==> src/rtl/i2cw_pkg.sv <==
package i2cw_pkg;

    localparam int REG_W      = 9;
    localparam int RADDR_W    = 7;
    localparam int RESET_ADDR = 15;

    typedef enum logic [2:0] {
        ST_IDLE,
        ST_ADDR,
        ST_ADDR_ACK,
        ST_HI,
        ST_HI_ACK,
        ST_LO,
        ST_LO_ACK,
        ST_SKIP
    } phase_t;

    // Power-on value of control register k
    function automatic logic [REG_W-1:0] reg_default(input int unsigned k);
        return REG_W'(16 * k + 3);
    endfunction

endpackage

==> src/rtl/i2c_line_sync.sv <==
module i2c_line_sync #(
    parameter int STAGES = 2
) (
    input  logic clk,
    input  logic rst_n,
    input  logic scl_i,
    input  logic sda_i,
    output logic scl_rise_o,
    output logic scl_fall_o,
    output logic sda_o,
    output logic start_o,
    output logic stop_o
);

    logic [STAGES-1:0] scl_sh, sda_sh;
    logic              scl_d, sda_d;
    logic              scl_now, sda_now;

    assign scl_now = scl_sh[STAGES-1];
    assign sda_now = sda_sh[STAGES-1];

    always_ff @(posedge clk or negedge rst_n) begin
        if (!rst_n) begin
            scl_sh <= '1;
            sda_sh <= '1;
            scl_d  <= 1'b1;
            sda_d  <= 1'b1;
        end else begin
            scl_sh <= {scl_sh[STAGES-2:0], scl_i};
            sda_sh <= {sda_sh[STAGES-2:0], sda_i};
            scl_d  <= scl_now;
            sda_d  <= sda_now;
        end
    end

    assign scl_rise_o = !scl_d && scl_now;
    assign scl_fall_o = scl_d && !scl_now;
    assign sda_o      = sda_now;
    assign start_o    = scl_d && scl_now && sda_d && !sda_now;
    assign stop_o     = scl_d && scl_now && !sda_d && sda_now;

endmodule

==> src/rtl/i2c_wr_fsm.sv <==
module i2c_wr_fsm
    import i2cw_pkg::*;
#(
    parameter logic [RADDR_W-1:0] BASE_ADDR = 7'b0011010
) (
    input  logic               clk,
    input  logic               rst_n,
    input  logic               strap_i,
    input  logic               scl_rise_i,
    input  logic               scl_fall_i,
    input  logic               sda_i,
    input  logic               start_i,
    input  logic               stop_i,
    output logic               sda_oe_o,
    output logic               wr_en_o,
    output logic [RADDR_W-1:0] wr_addr_o,
    output logic [REG_W-1:0]   wr_data_o
);

    phase_t       state, state_nx;
    logic [3:0]   cnt;
    logic [7:0]   shreg, hi_q;
    logic         rx_phase, byte_done, addr_hit;
    logic [6:0]   my_addr;

    assign my_addr   = {BASE_ADDR[6:1], strap_i};
    assign rx_phase  = (state == ST_ADDR) || (state == ST_HI) || (state == ST_LO);
    assign byte_done = rx_phase && scl_fall_i && (cnt == 4'd8);
    assign addr_hit  = (shreg == {my_addr, 1'b0});

    always_comb begin
        state_nx = state;
        if (start_i) begin
            state_nx = ST_ADDR;
        end else if (stop_i) begin
            state_nx = ST_IDLE;
        end else begin
            unique case (state)
                ST_IDLE:     state_nx = ST_IDLE;
                ST_ADDR:     if (byte_done) state_nx = addr_hit ? ST_ADDR_ACK : ST_SKIP;
                ST_ADDR_ACK: if (scl_fall_i) state_nx = ST_HI;
                ST_HI:       if (byte_done) state_nx = ST_HI_ACK;
                ST_HI_ACK:   if (scl_fall_i) state_nx = ST_LO;
                ST_LO:       if (byte_done) state_nx = ST_LO_ACK;
                ST_LO_ACK:   if (scl_fall_i) state_nx = ST_SKIP;
                ST_SKIP:     state_nx = ST_SKIP;
            endcase
        end
    end

    always_ff @(posedge clk or negedge rst_n) begin
        if (!rst_n) state <= ST_IDLE;
        else        state <= state_nx;
    end

    always_ff @(posedge clk or negedge rst_n) begin
        if (!rst_n) begin
            cnt       <= '0;
            shreg     <= '0;
            hi_q      <= '0;
            wr_en_o   <= 1'b0;
            wr_addr_o <= '0;
            wr_data_o <= '0;
        end else begin
            wr_en_o <= 1'b0;
            if (start_i || stop_i || byte_done) begin
                cnt <= '0;
            end else if (rx_phase && scl_rise_i && (cnt != 4'd8)) begin
                shreg <= {shreg[6:0], sda_i};
                cnt   <= cnt + 4'd1;
            end
            if (state == ST_HI && byte_done) hi_q <= shreg;
            if (state == ST_LO_ACK && scl_fall_i && !start_i && !stop_i) begin
                wr_en_o   <= 1'b1;
                wr_addr_o <= hi_q[7:1];
                wr_data_o <= {hi_q[0], shreg};
            end
        end
    end

    always_comb begin
        sda_oe_o = (state == ST_ADDR_ACK) || (state == ST_HI_ACK) || (state == ST_LO_ACK);
    end

    p_start_enters_addr_r1: assert property (@(posedge clk) disable iff (!rst_n)
        start_i |=> (state == ST_ADDR) && (cnt == 4'd0));

    p_stop_goes_idle_r9: assert property (@(posedge clk) disable iff (!rst_n)
        (stop_i && !start_i) |=> (state == ST_IDLE) && !sda_oe_o);

    p_read_no_ack_r3: assert property (@(posedge clk) disable iff (!rst_n)
        (state == ST_ADDR && byte_done && shreg[0] && !start_i && !stop_i) |=> !sda_oe_o);

    p_commit_leaves_skip_r10: assert property (@(posedge clk) disable iff (!rst_n)
        wr_en_o |-> (state == ST_SKIP || state == ST_ADDR || state == ST_IDLE) && !sda_oe_o);

    p_no_ack_during_bits_r4: assert property (@(posedge clk) disable iff (!rst_n)
        (rx_phase && cnt != 4'd0) |-> !sda_oe_o);

endmodule

==> src/rtl/ctrl_regfile.sv <==
module ctrl_regfile
    import i2cw_pkg::*;
#(
    parameter int NUM_REGS = 10
) (
    input  logic                      clk,
    input  logic                      rst_n,
    input  logic                      wr_en_i,
    input  logic [RADDR_W-1:0]        wr_addr_i,
    input  logic [REG_W-1:0]          wr_data_i,
    output logic [NUM_REGS*REG_W-1:0] regs_o
);

    localparam logic [RADDR_W-1:0] RST_A = RADDR_W'(RESET_ADDR);

    function automatic logic [NUM_REGS*REG_W-1:0] all_defaults();
        logic [NUM_REGS*REG_W-1:0] v;
        for (int k = 0; k < NUM_REGS; k++) v[k*REG_W +: REG_W] = reg_default(k);
        return v;
    endfunction

    logic reset_cmd;
    assign reset_cmd = wr_en_i && (wr_addr_i == RST_A);

    for (genvar k = 0; k < NUM_REGS; k++) begin : g_reg
        logic [REG_W-1:0] q;
        always_ff @(posedge clk or negedge rst_n) begin
            if (!rst_n)                                             q <= reg_default(k);
            else if (reset_cmd)                                     q <= reg_default(k);
            else if (wr_en_i && wr_addr_i == RADDR_W'(k))           q <= wr_data_i;
        end
        assign regs_o[k*REG_W +: REG_W] = q;

        p_write_lands_r6: assert property (@(posedge clk) disable iff (!rst_n)
            (wr_en_i && wr_addr_i == RADDR_W'(k)) |=> regs_o[k*REG_W +: REG_W] == $past(wr_data_i));
    end

    p_reset_cmd_defaults_r7: assert property (@(posedge clk) disable iff (!rst_n)
        reset_cmd |=> regs_o == all_defaults());

    p_unused_discard_r8: assert property (@(posedge clk) disable iff (!rst_n)
        (wr_en_i && wr_addr_i != RST_A && wr_addr_i >= RADDR_W'(NUM_REGS)) |=> $stable(regs_o));

    p_idle_holds_r10: assert property (@(posedge clk) disable iff (!rst_n)
        !wr_en_i |=> $stable(regs_o));

endmodule

==> src/rtl/codec_ctl_i2c_slave.sv <==
module codec_ctl_i2c_slave
    import i2cw_pkg::*;
#(
    parameter int                 SYNC_STAGES = 2,
    parameter logic [RADDR_W-1:0] BASE_ADDR   = 7'b0011010,
    parameter int                 NUM_REGS    = 10
) (
    input  logic                      clk,
    input  logic                      rst_n,
    input  logic                      cs_strap_i,
    input  logic                      scl_i,
    input  logic                      sda_i,
    output logic                      sda_oe_o,
    output logic [NUM_REGS*REG_W-1:0] regs_o
);

    logic scl_rise, scl_fall, sda_s, start_c, stop_c;
    logic wr_en;
    logic [RADDR_W-1:0] wr_addr;
    logic [REG_W-1:0]   wr_data;

    i2c_line_sync #(.STAGES(SYNC_STAGES)) u_sync (
        .clk        (clk),
        .rst_n      (rst_n),
        .scl_i      (scl_i),
        .sda_i      (sda_i),
        .scl_rise_o (scl_rise),
        .scl_fall_o (scl_fall),
        .sda_o      (sda_s),
        .start_o    (start_c),
        .stop_o     (stop_c)
    );

    i2c_wr_fsm #(.BASE_ADDR(BASE_ADDR)) u_fsm (
        .clk        (clk),
        .rst_n      (rst_n),
        .strap_i    (cs_strap_i),
        .scl_rise_i (scl_rise),
        .scl_fall_i (scl_fall),
        .sda_i      (sda_s),
        .start_i    (start_c),
        .stop_i     (stop_c),
        .sda_oe_o   (sda_oe_o),
        .wr_en_o    (wr_en),
        .wr_addr_o  (wr_addr),
        .wr_data_o  (wr_data)
    );

    ctrl_regfile #(.NUM_REGS(NUM_REGS)) u_regs (
        .clk       (clk),
        .rst_n     (rst_n),
        .wr_en_i   (wr_en),
        .wr_addr_i (wr_addr),
        .wr_data_i (wr_data),
        .regs_o    (regs_o)
    );

endmodule

==> config.mk <==
export PLATFORM = sky130hd
export DESIGN_NAME = codec_ctl_i2c_slave
export DESIGN_NICKNAME = d
export VERILOG_FILES = /design/src/rtl/i2cw_pkg.sv /design/src/rtl/i2c_line_sync.sv /design/src/rtl/i2c_wr_fsm.sv /design/src/rtl/ctrl_regfile.sv /design/src/rtl/codec_ctl_i2c_slave.sv
export SDC_FILE = /design/constraint.sdc
export NUM_CORES = 1
export LEC_CHECK = 0
export ABC_CLOCK_PERIOD_IN_PS = 3900
export BUFFER_PORTS_ARGS = -buffer_cell sky130_fd_sc_hd__buf_2
export CORE_MARGIN = 10
export CORE_UTILIZATION = 45
export CTS_CLUSTER_DIAMETER = 80
export DETAILED_ROUTE_END_ITERATION = 16
export PLACE_DENSITY = 0.65
export SKIP_CTS_REPAIR_TIMING = 1
export SLEW_MARGIN = 20
export SYNTH_ARGS = -nofsm -noshare
export SYNTH_HDL_FRONTEND = slang
export SYNTH_HIERARCHICAL = 1
export SYNTH_SLANG_ARGS = --single-unit
==> constraint.sdc <==
create_clock -name clk -period 3.9 [get_ports clk]
set_input_delay 0.39 -clock clk [delete_from_list [all_inputs] [get_ports clk]]
set_output_delay 0.39 -clock clk [all_outputs]
set_load 0.02 [all_outputs]
* After elaboration in Yosys (flattened, before gate mapping) *
Cells that the tools add are included.

word-level totals
  input bits = 5
  bits in registers = 136
  output and inout port bits = 91
  word-level logic and storage cells = 135

operators by class
  bitwise operators = 1
  $add $sub $neg = 1
  muxes and demuxes = 33
  reduce and logical (&&, ||, !) cells = 53
  equality and inequality tests = 26

operators by type and width
  operator                                                               count
  9-bit 2-to-1 mux                                                       20
  7-bit by 3-bit equality test with 1-bit output, second input constant  4
  3-bit 2-to-1 mux                                                       9
  1-bit logical AND                                                      26
  4-bit by 1-bit != test with 1-bit output, second input constant        6
  3-bit one-hot mux with 8 select lines                                  1
  2-bit nonzero test                                                     11
  7-bit by 4-bit equality test with 1-bit output, second input constant  3
  7-bit by 2-bit equality test with 1-bit output, second input constant  2
  3-bit equality test, second input constant                             4
  8-bit by 6-bit equality test with 1-bit output                         1
  4-bit 2-to-1 mux                                                       2
  7-bit by 1-bit equality test with 1-bit output, second input constant  1
  7-bit logical NOT                                                      1
  3-bit by 2-bit equality test with 1-bit output, second input constant  2
  1-bit logical NOT                                                      6
  1-bit logical OR                                                       6
  6-bit AND reduction                                                    1
  4-bit by 1-bit adder with 4-bit output, second input constant          1
  4-bit equality test, second input constant                             1
  4-bit != test, second input constant                                   1
  3-bit by 1-bit equality test with 1-bit output, second input constant  1
  3-bit logical NOT                                                      1
  2-bit AND reduction                                                    1
  2 further kinds                                                        2

* Logic depth before layout (Yosys ltp) *
Gate-level depths: netlist of run 1.

  word-level depth = 9
  gate-level depth with buffers = 6
  mapped depth without buffers = 6

* Hierarchy *
Netlist of run 1, hierarchy kept.

modules (own cells, without submodules)
  module         area an instance (um^2)  cells an instance  sequential area each (um^2)  instances
  ctrl_regfile   4,560.6                  452                2,296.0                      1
  i2c_wr_fsm     1,689.1                  122                1,001.0                      1
  i2c_line_sync  190.2                    10                 157.7                        1

* Worst setup path before layout of run 1 *
Ideal clock, no wire load.

  path kind = register to register
  start = register u_sync.scl_d
  end = register u_fsm.wr_addr_o[0]
  buffers on the path = 2
  arrival time = 2.020 ns
  setup time = 0.128 ns
  slack = 1.752 ns
  required time = 3.772 ns
  period minus slack after synthesis = 2.148 ns
  stages on the path, launching flop included = 7
  cells stage by stage = dfstp_2 -> nor2b_1 -> inv_1 -> or4b_1 -> clkbuf_1 -> buf_2 -> mux2_1

on the way
  elaborated cells on any way between the ends = 11
  classes of those cells = 11 x reduce/logical

RTL lines
  item                            RTL line                   text
  from (decl)                     i2c_line_sync.sv:16        logic scl_d, sda_d;
  from (signal assigned)          i2c_line_sync.sv:31        scl_d <= scl_now;
  1-bit logical AND               i2c_line_sync.sv:37        assign scl_fall_o = scl_d && !scl_now;
  net scl_fall                    codec_ctl_i2c_slave.sv:17  logic scl_rise, scl_fall, sda_s, start_c, stop_c;
  1-bit logical AND (3 in a row)  i2c_wr_fsm.sv:73           if (state == ST_LO_ACK && scl_fall_i && !start_i && !stop_i) begin
  to (signal assigned)            i2c_wr_fsm.sv:75           wr_addr_o <= hi_q[7:1];
  to (decl)                       i2c_wr_fsm.sv:16           output logic [RADDR_W-1:0] wr_addr_o,

The timed path passes the listed nets, and every way through them passes these cells.
A chain may end at the register's enable or synchronous reset.

* Worst setup path after layout of run 1 *
  start = register u_fsm.wr_addr_o[5]
  end = register u_regs.g_reg[1].q[2]

on the way
  cells in the longest elaborated chain, start to end = 3
  elaborated cells on any way between the ends = 6
  classes of those cells = 2 x eq/ne; 1 x mux; 3 x reduce/logical

ends and longest elaborated chain
  item                                                                                                                     RTL line                                text
  7-bit by 4-bit equality test with 1-bit output / 7-bit by 1-bit equality test with 1-bit output (equally long branches)  ctrl_regfile.sv:23, ctrl_regfile.sv:30
  1-bit logical AND, on equally long branches                                                                              ctrl_regfile.sv:23, ctrl_regfile.sv:30
  9-bit 2-to-1 mux / 2-bit nonzero test (equally long branches)                                                            n/a
  to (signal assigned)                                                                                                     ctrl_regfile.sv:28                      if (!rst_n) q <= reg_default(k);
  to (signal assigned)                                                                                                     ctrl_regfile.sv:29                      else if (reset_cmd) q <= reg_default(k);
  to (signal assigned)                                                                                                     ctrl_regfile.sv:30                      else if (wr_en_i && wr_addr_i == RADDR_W'(k)) q <= wr_data_i;
  to (decl)                                                                                                                ctrl_regfile.sv:26                      logic [REG_W-1:0] q;

Parallel ways exist; a longest one is shown, timed or not.

==> results of run 1 <==
==> metal layers <==
layer  wire, µm  GRT usage  vias up
li1           -          -     2348
met1       8000      0.237     2650
met5          0          0        -
met2       8410      0.284      200
met4        331     0.0647        0
met3       1190     0.0453       26
==> synthesized netlist by cell type (6+ instances only) <==
| master | count | area share |
|---|---|---|
| a221o_1 | 35 | 0.054 |
| a21o_1 | 7 | 0.0082 |
| mux2_1 | 11 | 0.019 |
| nor3_1 | 12 | 0.0093 |
| nand2b_1 | 29 | 0.028 |
| dfrtp_1 | 95 | 0.37 |
| dfstp_2 | 41 | 0.17 |
| a21oi_1 | 59 | 0.046 |
| nor2_1 | 22 | 0.013 |
| nand2_1 | 6 | 0.0035 |
| inv_1 | 28 | 0.016 |
| nor2b_1 | 18 | 0.017 |
| a221oi_1 | 33 | 0.045 |
| and3_1 | 9 | 0.0087 |
| a211oi_1 | 22 | 0.026 |
| o21ai_0 | 22 | 0.017 |
| mux2_2 | 25 | 0.044 |
| clkbuf_1 | 40 | 0.023 |
| buf_2 | 7 | 0.0054 |
==> power groups by stage <==
stage	Clock [mW]	Sequential [mW]	Combinational (mW)
after CTS	1.85	1.54	0.149
final	1.82	1.54	0.145
after floorplan	0	1.54	0.101
after global routing	1.92	1.55	0.165
after detailed placement	0	1.56	0.148
after global placement	0	1.56	0.140
==> layout by cell type (no fill, tap or decap), drive strengths merged, types with 4 or more instances in the layout <==
cell / count
a211oi: 22
a21o: 7
a21oi: 59
a221o: 35
a221oi: 33
a22o: 4
and2: 5
and3: 9
buf: 105
bufinv: 5
clkbuf: 22
dfrtp: 95
dfstp: 41
inv: 29
mux2: 36
nand2: 7
nand2b: 29
nand3: 4
nor2: 22
nor2b: 18
nor3: 13
nor4: 5
o21ai: 22
o22a: 4
==> worst paths after layout <==
path | start | endpoint | slack (ns) | cells after the start
worst max register to register | u_fsm/wr_addr_o[5] | u_regs/g_reg[1].q[2] | 1.44 | 4
worst min register to register | u_sync/scl_sh[0] | u_sync/scl_sh[1] | 0.36 | 0
worst min-delay path | rst_n | u_regs/g_reg[3].q[3] | 0.04 | 1
worst max-delay path | u_fsm/wr_addr_o[5] | u_regs/g_reg[1].q[2] | 1.44 | 4
min in group clk | sda_i | u_sync/sda_sh[0] | 0.07 | 1
max in group asynchronous | rst_n | u_regs/g_reg[1].q[0] | 3.00 | 2
==> final cells by class <==
| class | count | area [µm²] | area share |
|---|---|---|---|
| Clock buffer | 22 | 494 | 0.0638 |
| Sequential cell | 136 | 3460 | 0.446 |
| Multi-Input combinational cell | 369 | 2700 | 0.349 |
| Tap cell | 180 | 225 | 0.0291 |
| Timing Repair Buffer | 105 | 573 | 0.0740 |
| Inverter | 28 | 105 | 0.0136 |
| Clock inverter | 10 | 188 | 0.0242 |
==> critical path, delay by kind of cell, from the launching register on <==
kind / cells / cell delay, ns
compound gates: 1 / 0.20
flops: 1 / 0.42
buf+inv: 1 / 0.27
simple gates: 2 / 1.40
==> cell families (layout without fill, tap and decap cells) <==
| family | count (synthesis) | count (layout) |
|---|---|---|
| compound gates | 195 | 195 |
| flops | 136 | 136 |
| simple gates | 130 | 130 |
| buf+inv | 79 | 165 |
| mux | 38 | 38 |
| xor+xnor | 4 | 4 |
| fa+ha+maj | 2 | 2 |
==> metrics by stage <==
step | util | setup WS (ns) | instances | instance area [µm²] | hold slack, ns
after floorplan | - | 1.75 | 584 | 6440 | 0.0944
after global placement | 0.505 | 1.43 | 817 | 7030 | 0.346
after detailed placement | 0.505 | 1.37 | 817 | 7040 | 0.349
after CTS | 0.554 | 1.37 | 849 | 7720 | 0.0533
after global routing | 0.556 | 1.30 | 850 | 7740 | 0.0589
final | 0.556 | 1.44 | 850 | 7740 | 0.0376
==> flip-flops by register name, indices dropped and copies added (netlist names) <==
| register | count |
|---|---|
| u_fsm/cnt | 4 |
| u_fsm/hi_q | 8 |
| u_fsm/shreg | 8 |
| u_fsm/state | 3 |
| u_fsm/wr_addr_o | 7 |
| u_fsm/wr_data_o | 9 |
| u_fsm/wr_en_o | 1 |
| u_regs/g.q | 90 |
| u_sync/scl_d | 1 |
| u_sync/scl_sh | 2 |
| u_sync/sda_d | 1 |
| u_sync/sda_sh | 2 |
==> flow_summary.yaml, run 1 <==
synth:
  syn-num-nets: 591
  synthAdderAreaFrac: 0.00389
  synth-simple-area-share: 0.121
  synth_flop_cell: "dfrtp_1"
  synth-xor-area-share: 0.00544
  synth.distinct_cells: 50
  synthCells: 584
  synth_area_um2: 6440
  synth_edf_count: 0
  synthArstFlopShare: 1.00
  synth_top_family_by_area: "compound AO/OA/AOI/OAI gates"
  ys_warn_count: 6
  synthMuxAreaShare: 0.0661
  synth_area_per_cell_um2: 11.0
  yosysSeqAreaShare: 0.536
  ys_ff_latch: 136
  synth_compound_area_frac: 0.219
floorplan:
  die_h_um: 140
  coreArea_um2: 13900
  die_x_um: 140
  dieArea_um2: 19500
  num_io_pins: 96
  rows: 43
  start_util: 0.462
sta:
  final_hold_viol_count: 0
  fin_setup_tns_ns: 0
  slew_headroom: 0.251
  fmax_mhz: 407
  skew_ns: 0.00778
  rsz0062_at_grt: "false"
  post-route-period-util: 0.630
  period_minus_slack_ns: 2.46
  setup_violations: 0
  tightest_slew_ns: 1.11
  slew_viol_final: 0
setup_path:
  worstPathArrival_ns: 2.72
  worstSetupPathType: "flop to flop"
  cpPeakStageDelay_ns: 0.82
  worst-path-max-fanout: 20
  cp-end-kind: "flop"
  cp_cell_sequence: "or4b_1 -> buf_8 -> nor3_1 -> a221oi_1"
  startpoint_type: "flop"
  slowest_stage: "or4b_1"
  required_ns: 4.16
global_route:
  grt_pass1_vias: 5246
  grt_use_total: 0.181
  overflow: 0
  grt_pass1_wl_um: 29000
  grt_antenna_before_repair: 0
  grt_max_degree: 64
clocking:
  clock_latency_ns: 0.42
  cts.sinks: 136
  cts_made_buffers: 17
  path_clk_slew_ns: 0.06
  tritoncts: "built"
  cts_buffer_depth: 2
  cts-root-buf: "clkbuf_16"
  cts_htree_levels: 4
power:
  net-switching-power_mw: 0.744
  intPower_mw: 2.77
  p_sw_frac: 0.212
  ir_drop_mv: 0.322
  finalPower_mw: 3.51
  power_frac_seq: 0.439
  power.leakage_nw: 3.61
  power_frac_comb: 0.041
  p_per_area_nw_per_um2: 453
  clkPwrFrac: 0.519
drt:
  ant_nets: 0
  via_per_inst: 6.15
  wire_per_inst_um: 21.1
  drt_iter0_markers: 586
  wirelength_um: 17900
  remaining_drc_errors: 0
  drt_pass1_iterations: 4
  vias: 5224
finish:
  fin_nets: 664
  area_growth_pct: 20.2
  antenna_cells: 0
  fillers: 1198
  drive_gt1_frac: 0.316
placement:
  routabilityCongestion: 0.807
  dp.final_hpwl_um: 12000
  io_buffers: 95
flow_run:
  maxCapViolCount: 0
run_status:
  outcome: "finished clean"
hold_path:
  worstHoldPathType: "input pin to asynchronous set/reset pin"
(Power assumes the default switching activity.)
==> run 2, diff against run 1 <==
--- a/config.mk
+++ b/config.mk
@@ -5,7 +5,7 @@
 export SDC_FILE = /design/constraint.sdc
 export NUM_CORES = 1
 export LEC_CHECK = 0
-export ABC_CLOCK_PERIOD_IN_PS = 3900
+export ABC_CLOCK_PERIOD_IN_PS = 2500
 export BUFFER_PORTS_ARGS = -buffer_cell sky130_fd_sc_hd__buf_2
 export CORE_MARGIN = 10
 export CORE_UTILIZATION = 45
==> constraint.sdc (replaced) <==
create_clock -name clk -period 2.5 [get_ports clk]
set_input_delay 0.25 -clock clk [delete_from_list [all_inputs] [get_ports clk]]
set_output_delay 0.25 -clock clk [all_outputs]
set_load 0.02 [all_outputs]
==> flow_summary.yaml, run 2 (same netlist as run 1, synthesis figures left out) <==
drt:
  ant_nets: 0
  wirelength_um: 17900
  wire_per_inst_um: 20.6
  vias: 5236
  remaining_drc_errors: 0
  drt_pass1_iterations: 6
  drt_iter0_markers: 429
  via_per_inst: 6.03
setup_path:
  crit_family: "simple AND/OR/NAND/NOR gates"
  slowest_stage: "nor4_1"
  cp-end-kind: "flop"
  required_ns: 2.86
  startpoint_type: "flop"
  worst-path-max-fanout: 26
  cp_cell_sequence: "or4b_1 -> buf_4 -> nor4_1 -> a22o_1"
  worstPathArrival_ns: 2.54
  cpPeakStageDelay_ns: 0.63
  regToRegSetupSlack_ns: 0.32
  worstSetupPathType: "flop to flop"
  path_buf_inv: 1
clocking:
  cts_made_buffers: 17
  cts_buffer_depth: 2
  cts_htree_levels: 4
  clock_latency_ns: 0.43
  cts-root-buf: "clkbuf_16"
  tritoncts: "built"
  path_clk_slew_ns: 0.06
  cts.sinks: 136
finish:
  regMostFlops: "u_regs/g.q"
  fin_nets: 682
  regArea_um2: 3460
  fillers: 1191
  final_cell_mix: "buf_2 (94), dfrtp_1 (94), a21oi_1 (58)"
  top_regs: "u_regs/g.q (90), u_fsm/wr_data_o (9)"
  antenna_cells: 0
  largest_register_ffs: 90
  area_growth_pct: 20.9
  multi_input_area_um2: 2700
  layout.cells.non_filler: 868
  drive_gt1_frac: 0.323
  final_cell_area_um2: 7790
power:
  power.leakage_nw: 3.65
  ir_drop_mv: 0.543
  p_per_area_nw_per_um2: 649
  finalPower_mw: 5.06
floorplan:
  rows: 43
  start_util: 0.462
  num_io_pins: 96
  die_h_um: 140
  dieArea_um2: 19500
  die_x_um: 140
  coreArea_um2: 13900
placement:
  dp_cells: 833
  io_buffers: 95
  dp.final_hpwl_um: 12200
  routabilityCongestion: 0.803
  placed_cell_area_um2: 7180
global_route:
  grt_use_total: 0.183
  overflow: 0
  grt_max_degree: 72
  grt_antenna_before_repair: 0
  grt_pass1_wl_um: 29100
  grt_pass1_vias: 5183
sta:
  fin_setup_tns_ns: 0
  period_minus_slack_ns: 2.18
  final_hold_viol_count: 0
  rsz0062_at_grt: "false"
  setup_violations: 0
  slew_viol_final: 0
  hold_ws_ns: 0.355
  fmax_mhz: 458
  slew_headroom: 0.498
  tightest_slew_ns: 0.751
  post-route-period-util: 0.873
  skew_ns: 0.00740
run_status:
  outcome: "finished clean"
flow_run:
  maxCapViolCount: 0
hold_path:
  worstHoldPathType: "input pin to asynchronous set/reset pin"
## run 2: routing by layer
layer,vias to the layer above,part of all wire,global-route usage
met5,-,0,0
met4,0,0.013,0.0609
met3,19,0.069,0.0504
met2,172,0.48,0.279
met1,2660,0.44,0.244
li1,2385,-,-
## run 2: path summary, 6_finish.rpt
check,start,end,cells past startpoint
worst max-delay path,u_fsm/wr_addr_o[5],u_regs/g_reg[3].q[2],4
worst min-delay path,rst_n,u_regs/g_reg[8].q[3],2
worst max register to register,u_fsm/wr_addr_o[5],u_regs/g_reg[3].q[2],4
worst min register to register,u_sync/scl_sh[0],u_sync/scl_sh[1],0
max in group asynchronous,rst_n,u_sync/sda_sh[1],3
min in group clk,u_sync/scl_sh[0],u_sync/scl_sh[1],0
## run 2: layout make-up
class,count,share of cell area
clock inverter,6,0.00819
inverter,28,0.0135
sequential,136,0.444
timing repair buffer,123,0.0941
clock buffer,26,0.0654
multi-input combinational,369,0.346
tap,180,0.0289
## run 2: worst reg2reg max path, delay by kind of cell (launching register included)
kind | cells | cell delay (ns)
and+or+nand+nor | 2 | 1.23
DFF | 1 | 0.41
buffers and inverters | 1 | 0.24
AOI/OAI and AO/OA | 1 | 0.24
## run 2: report_power, final
group | internal (mW) | total, mW | switching, mW
combinational | 0.116 | 0.231 | 0.115
sequential | 2.30 | 2.41 | 0.110
clock | 1.50 | 2.41 | 0.917
## run 2: through the flow
step	util	setup WS, ns
after floorplan	-	0.352
after global placement	0.515	0.430
after detailed placement	0.515	0.356
after CTS	0.556	0.363
after global routing	0.559	0.211
final	0.559	0.319
